==> config.mk <==
export PLATFORM = sky130hd
export DESIGN_NAME = e4m3_widen
export DESIGN_NICKNAME = d
export VERILOG_FILES = /design/src/rtl/widen_pkg.sv /design/src/rtl/widen_lzc.sv /design/src/rtl/widen_ctrl.sv /design/src/rtl/widen_datapath.sv /design/src/rtl/e4m3_widen.sv
export SDC_FILE = /design/constraint.sdc
export NUM_CORES = 1
export LEC_CHECK = 0
export BUFFER_PORTS_ARGS = -buffer_cell sky130_fd_sc_hd__buf_4
export CORE_MARGIN = 5
export CORE_UTILIZATION = 35
export CTS_CLUSTER_DIAMETER = 80
export CTS_CLUSTER_SIZE = 24
export DETAILED_ROUTE_END_ITERATION = 7
export GPL_ROUTABILITY_DRIVEN = 0
export MAX_ROUTING_LAYER = met4
export PLACE_DENSITY = 0.78
export SYNTH_ARGS = -nofsm -noshare
export SYNTH_HDL_FRONTEND = slang
export SYNTH_HIERARCHICAL = 1
export SYNTH_SLANG_ARGS = --single-unit
==> constraint.sdc <==
create_clock -name clk -period 1.65 [get_ports clk]
set_input_delay 0.0825 -clock clk [delete_from_list [all_inputs] [get_ports clk]]
set_output_delay 0.0825 -clock clk [all_outputs]
set_load 0.05 [all_outputs]
==> src/rtl/widen_pkg.sv <==
package widen_pkg;
  // strobes from control to datapath
  typedef struct packed {
    logic capture;   // load a newly converted word
    logic clear;     // force the output register to zero
  } ctrlStrobe_t;
endpackage

==> src/rtl/widen_lzc.sv <==
module widen_lzc #(
  parameter int unsigned W    = 3,
  localparam int unsigned LZW = $clog2(W + 1)
) (
  input  logic [W-1:0]   vec,
  output logic [LZW-1:0] count
);
  logic found;
  always_comb begin
    count = LZW'(W);
    found = 1'b0;
    for (int i = W - 1; i >= 0; i--) begin
      if (!found && vec[i]) begin
        count = LZW'(W - 1 - i);
        found = 1'b1;
      end
    end
  end
endmodule

==> src/rtl/widen_ctrl.sv <==
module widen_ctrl
  import widen_pkg::*;
(
  input  logic        clk,
  input  logic        rst,
  input  logic        inValid,
  output ctrlStrobe_t strobe,
  output logic        outValid
);
  always_comb begin
    strobe.clear   = rst;
    strobe.capture = inValid & ~rst;
  end

  always_ff @(posedge clk) begin
    if (rst) outValid <= 1'b0;
    else     outValid <= inValid;
  end
endmodule

==> src/rtl/widen_datapath.sv <==
module widen_datapath
  import widen_pkg::*;
#(
  parameter int unsigned SRC_EXP_W = 4,
  parameter int unsigned SRC_MAN_W = 3,
  parameter int unsigned SRC_BIAS  = 7,
  parameter int unsigned DST_EXP_W = 8,
  parameter int unsigned DST_MAN_W = 23,
  parameter int unsigned DST_BIAS  = 127,
  localparam int unsigned SRC_W    = 1 + SRC_EXP_W + SRC_MAN_W,
  localparam int unsigned DST_W    = 1 + DST_EXP_W + DST_MAN_W
) (
  input  logic             clk,
  input  ctrlStrobe_t      strobe,
  input  logic [SRC_W-1:0] inByte,
  output logic [DST_W-1:0] outWord
);
  localparam int unsigned LZW     = $clog2(SRC_MAN_W + 1);
  localparam int unsigned PAD_W   = DST_MAN_W - SRC_MAN_W;
  localparam int unsigned WIDE_W  = 2 * SRC_MAN_W + 1;
  localparam logic [DST_EXP_W-1:0] GAP = DST_EXP_W'(DST_BIAS - SRC_BIAS);

  logic                 srcSign;
  logic [SRC_EXP_W-1:0] srcExp;
  logic [SRC_MAN_W-1:0] srcMan;
  logic                 isZero, isNan, isSub;
  logic [LZW-1:0]       leadZeros;
  logic [LZW:0]         shiftAmt;
  logic [WIDE_W-1:0]    shifted;
  logic [SRC_MAN_W-1:0] normMan;
  logic [DST_EXP_W-1:0] dstExp;
  logic [SRC_MAN_W-1:0] dstManTop;
  logic [DST_W-1:0]     nextWord;

  assign srcSign = inByte[SRC_W-1];
  assign srcExp  = inByte[SRC_W-2 -: SRC_EXP_W];
  assign srcMan  = inByte[SRC_MAN_W-1:0];

  assign isZero = (srcExp == '0) && (srcMan == '0);
  assign isNan  = &inByte[SRC_W-2:0];
  assign isSub  = (srcExp == '0) && (srcMan != '0);

  widen_lzc #(.W(SRC_MAN_W)) u_lzc (
    .vec   (srcMan),
    .count (leadZeros)
  );

  // leading one must leave the fraction: one position past the zero count
  assign shiftAmt = {1'b0, leadZeros} + (LZW+1)'(1);
  assign shifted  = WIDE_W'(srcMan) << shiftAmt;
  assign normMan  = shifted[SRC_MAN_W-1:0];

  always_comb begin
    if (isNan) begin
      dstExp    = '1;
      dstManTop = '1;
    end else if (isZero) begin
      dstExp    = '0;
      dstManTop = '0;
    end else if (isSub) begin
      dstExp    = GAP + DST_EXP_W'(1) - DST_EXP_W'(shiftAmt);
      dstManTop = normMan;
    end else begin
      dstExp    = DST_EXP_W'(srcExp) + GAP;
      dstManTop = srcMan;
    end
    nextWord = {srcSign, dstExp, dstManTop, {PAD_W{1'b0}}};
  end

  always_ff @(posedge clk) begin
    if (strobe.clear)        outWord <= '0;
    else if (strobe.capture) outWord <= nextWord;
  end
endmodule

==> src/rtl/e4m3_widen.sv <==
module e4m3_widen
  import widen_pkg::*;
#(
  parameter int unsigned SRC_EXP_W = 4,
  parameter int unsigned SRC_MAN_W = 3,
  parameter int unsigned SRC_BIAS  = 7,
  parameter int unsigned DST_EXP_W = 8,
  parameter int unsigned DST_MAN_W = 23,
  parameter int unsigned DST_BIAS  = 127,
  localparam int unsigned SRC_W    = 1 + SRC_EXP_W + SRC_MAN_W,
  localparam int unsigned DST_W    = 1 + DST_EXP_W + DST_MAN_W
) (
  input  logic             clk,
  input  logic             rst,
  input  logic             inValid,
  input  logic [SRC_W-1:0] inByte,
  output logic             outValid,
  output logic [DST_W-1:0] outWord
);
  ctrlStrobe_t strobe;

  widen_ctrl u_ctrl (
    .clk      (clk),
    .rst      (rst),
    .inValid  (inValid),
    .strobe   (strobe),
    .outValid (outValid)
  );

  widen_datapath #(
    .SRC_EXP_W (SRC_EXP_W),
    .SRC_MAN_W (SRC_MAN_W),
    .SRC_BIAS  (SRC_BIAS),
    .DST_EXP_W (DST_EXP_W),
    .DST_MAN_W (DST_MAN_W),
    .DST_BIAS  (DST_BIAS)
  ) u_dp (
    .clk     (clk),
    .strobe  (strobe),
    .inByte  (inByte),
    .outWord (outWord)
  );
endmodule

==> results_dict.tcl <==
set metrics [dict create \
    setup_viol 0 \
    clock_sinks 11 \
    p_switching_w 0.000325 \
    grt_pass1_wl_um 2700 \
    synth_area_sq_um 762 \
    final_common_cell "buf_4" \
    post-cts-setup-buffers 0 \
    wirelength_um 1600 \
    synth_top_family_by_area "buffers and inverters" \
    place_ws_ns 0.104 \
    min_period_over_period_pct 78.5 \
    cts_resized 0 \
    rows 16 \
    numCtsBuffers 3 \
    ctsHoldBuffers 0 \
    fin_nets 129 \
    seq_area_frac_synth_pct 28.9 \
    htreeDepth 1 \
    grt_usage_pct 10.9 \
    ios 44 \
    tightestPinTransition_ns 0.565 \
    syn_avg_cell_area_sq_um 8.28 \
    grt_pass1_vias 623 \
    antenna_found_initial 0 \
    synthMuxAreaShare_pct 4.11 \
    synthAdderAreaFrac_pct 3.28 \
    synth_compound_area_share_pct 19.4 \
    fmaxAchievable_mhz 772 \
    grt_max_degree 15 \
    hold_path.class "in -> reg" \
    finalHoldViolCount 0 \
    endpoint_kind "register" \
    rsz0062_at_grt "no" \
    leakage_nw 0.420 \
    overflow 0 \
    synth_cells 92 \
    tns_ns 0 \
    dr.pass1.iters 4 \
    final_cell_count_no_fill 142 \
    final.min_clock_period_ns 1.30 \
    start_util_pct 37.7 \
    antenna_left 0 \
    async_flop_share_pct 0 \
    ys.flop_type "dfxtp_1" \
    worst_ep_required_time_ns 1.80 \
    synth_edf_count 0 \
    pwr-share-comb_pct 40.3 \
    ir_drop_mv 0.390 \
    drive_gt1_share_pct 28.7 \
    insertion_delay_ns 0.26 \
    clk_pin_slew_ns 0.07 \
    crit_type "in -> reg" \
    p_int_w 0.000453 \
    start_kind "input pin" \
    die_area_sq_um 3210 \
    netlist.area_leader.share_pct 28.9 \
    synth-xor-area-share_pct 0 \
    layout_setup_ws_ns 0.354 \
    switching_share_pct 41.7 \
    yosysTopAreaCell "dfxtp_1" \
    antennaDiodeCount 0 \
    portBuffers 23 \
    die_y_um 56.7 \
    synth-simple-area-share_pct 17.7 \
    status "finished clean" \
    dp_cells 138 \
    cp_max_fo 8 \
    cts_buffer_depth 2 \
    num-fill-cells 208 \
    clock-skew-final_ns 0 \
    wl_per_cell_um 11.2 \
    yosysWarnings 6 \
    ys_top_cells_by_area "dfxtp_1, buf_4, nor2_1, a211oi_1, ha_1" \
    area_growth_pct 18.2 \
    via_per_inst 4.56 \
    cts_tree "yes" \
    dp_hpwl_um 1310 \
    cts-root-buf "clkbuf_4" \
    arrival_ns 1.44 \
    drc 0 \
    power_density_nw_per_um2 864 \
    drv_cap 0 \
    slew_violations 0 \
    ys_seq_elements 11 \
    clockPowerShare_pct 22.3 \
    die_w_um 56.7 \
    final_cell_mix "buf_4, conb_1, nor2_1, dfxtp_1" \
    core_area_sq_um 2020 \
    yosysUniqueCellTypes 33 \
    drt_iter0_markers 8 \
    slew_headroom_pct 62.0 \
    pwr-share-seq_pct 37.4 \
    via_count 647 \
]
==> layout make-up <==
cell class / instances / area [sq um] / share of cell area [%]
clock buffer: 4 / 26.3 / 2.92
inverter: 5 / 18.8 / 2.08
multi-input combinational: 70 / 414 / 46.0
sequential: 11 / 220 / 24.4
tap: 27 / 33.8 / 3.75
timing repair buffer: 25 / 188 / 20.8
==> flip-flops by register name, indices dropped and copies added (netlist names) <==
| register | flops |
|---|---|
| u_ctrl/outValid | 1 |
| u_dp/outWord | 10 |
==> final timing paths <==
| kind | from | end | slack, ns | cells after the start |
|---|---|---|---|---|
| max reg2reg | u_dp/outWord[22] | u_dp/outWord[22] | 0.66 | 3 |
| max | inByte[1] | u_dp/outWord[22] | 0.35 | 8 |
| min reg2reg | u_dp/outWord[23] | u_dp/outWord[23] | 0.49 | 2 |
| min | inValid | u_ctrl/outValid | 0.04 | 2 |
==> per-layer routing <==
| layer | global-route usage, % | share of wire (%) |
|---|---|---|
| met3 | 3.67 | 11 |
| met5 | - | 0 |
| met4 | 6.44 | 0.50 |
| met2 | 16.7 | 47 |
| met1 | 12.1 | 42 |
==> synth_stat cells (2+ instances only) <==
master / count
a211oi_1: 5
a21o_2: 2
a311oi_1: 2
buf_4: 23
dfxtp_1: 11
ha_1: 2
inv_1: 5
mux2i_1: 2
nand4_1: 2
nor2_1: 12
nor2b_1: 2
nor3b_1: 2
o21ai_0: 2
==> worst max-delay path, cell delays in order <==
cell     delay, ns
buf_4         0.12
inv_1         0.05
a21oi_2       0.14
inv_1         0.07
ha_1          0.37
mux2_2        0.36
a21oi_1       0.16
o22ai_1       0.09
==> kinds of logic after synthesis <==
logic type | count (synthesis)
AO/OA/AOI/OAI | 20
adder cells (fa/ha/maj) | 2
buffers and inverters | 30
flip-flops | 11
multiplexers | 3
other | 1
AND/OR/NAND/NOR | 25
==> through the flow <==
step / hold slack, ns / utilization, % / total power (W) / instance area [sq um]
after floorplan: 0.154 / - / 0.000574 / 833
after detailed placement: 0.311 / 43.3 / 0.000610 / 875
after global placement: 0.303 / 43.3 / 0.000606 / 875
final: 0.0396 / 44.6 / 0.000778 / 901
after CTS: 0.0327 / 44.6 / 0.000785 / 901
after global routing: 0.0544 / 44.6 / 0.000833 / 901
==> power groups by stage <==
stage          Combinational (W)  Clock, W  Sequential (W)
2_1_floorplan           0.000219         0        0.000355
3_3_place_gp            0.000310         0        0.000297
3_5_place_dp            0.000313         0        0.000297
4_1_cts                 0.000313  0.000181        0.000291
5_1_grt                 0.000332  0.000207        0.000294
6_report                0.000314  0.000173        0.000291
Power figures use the tool's default switching activity.
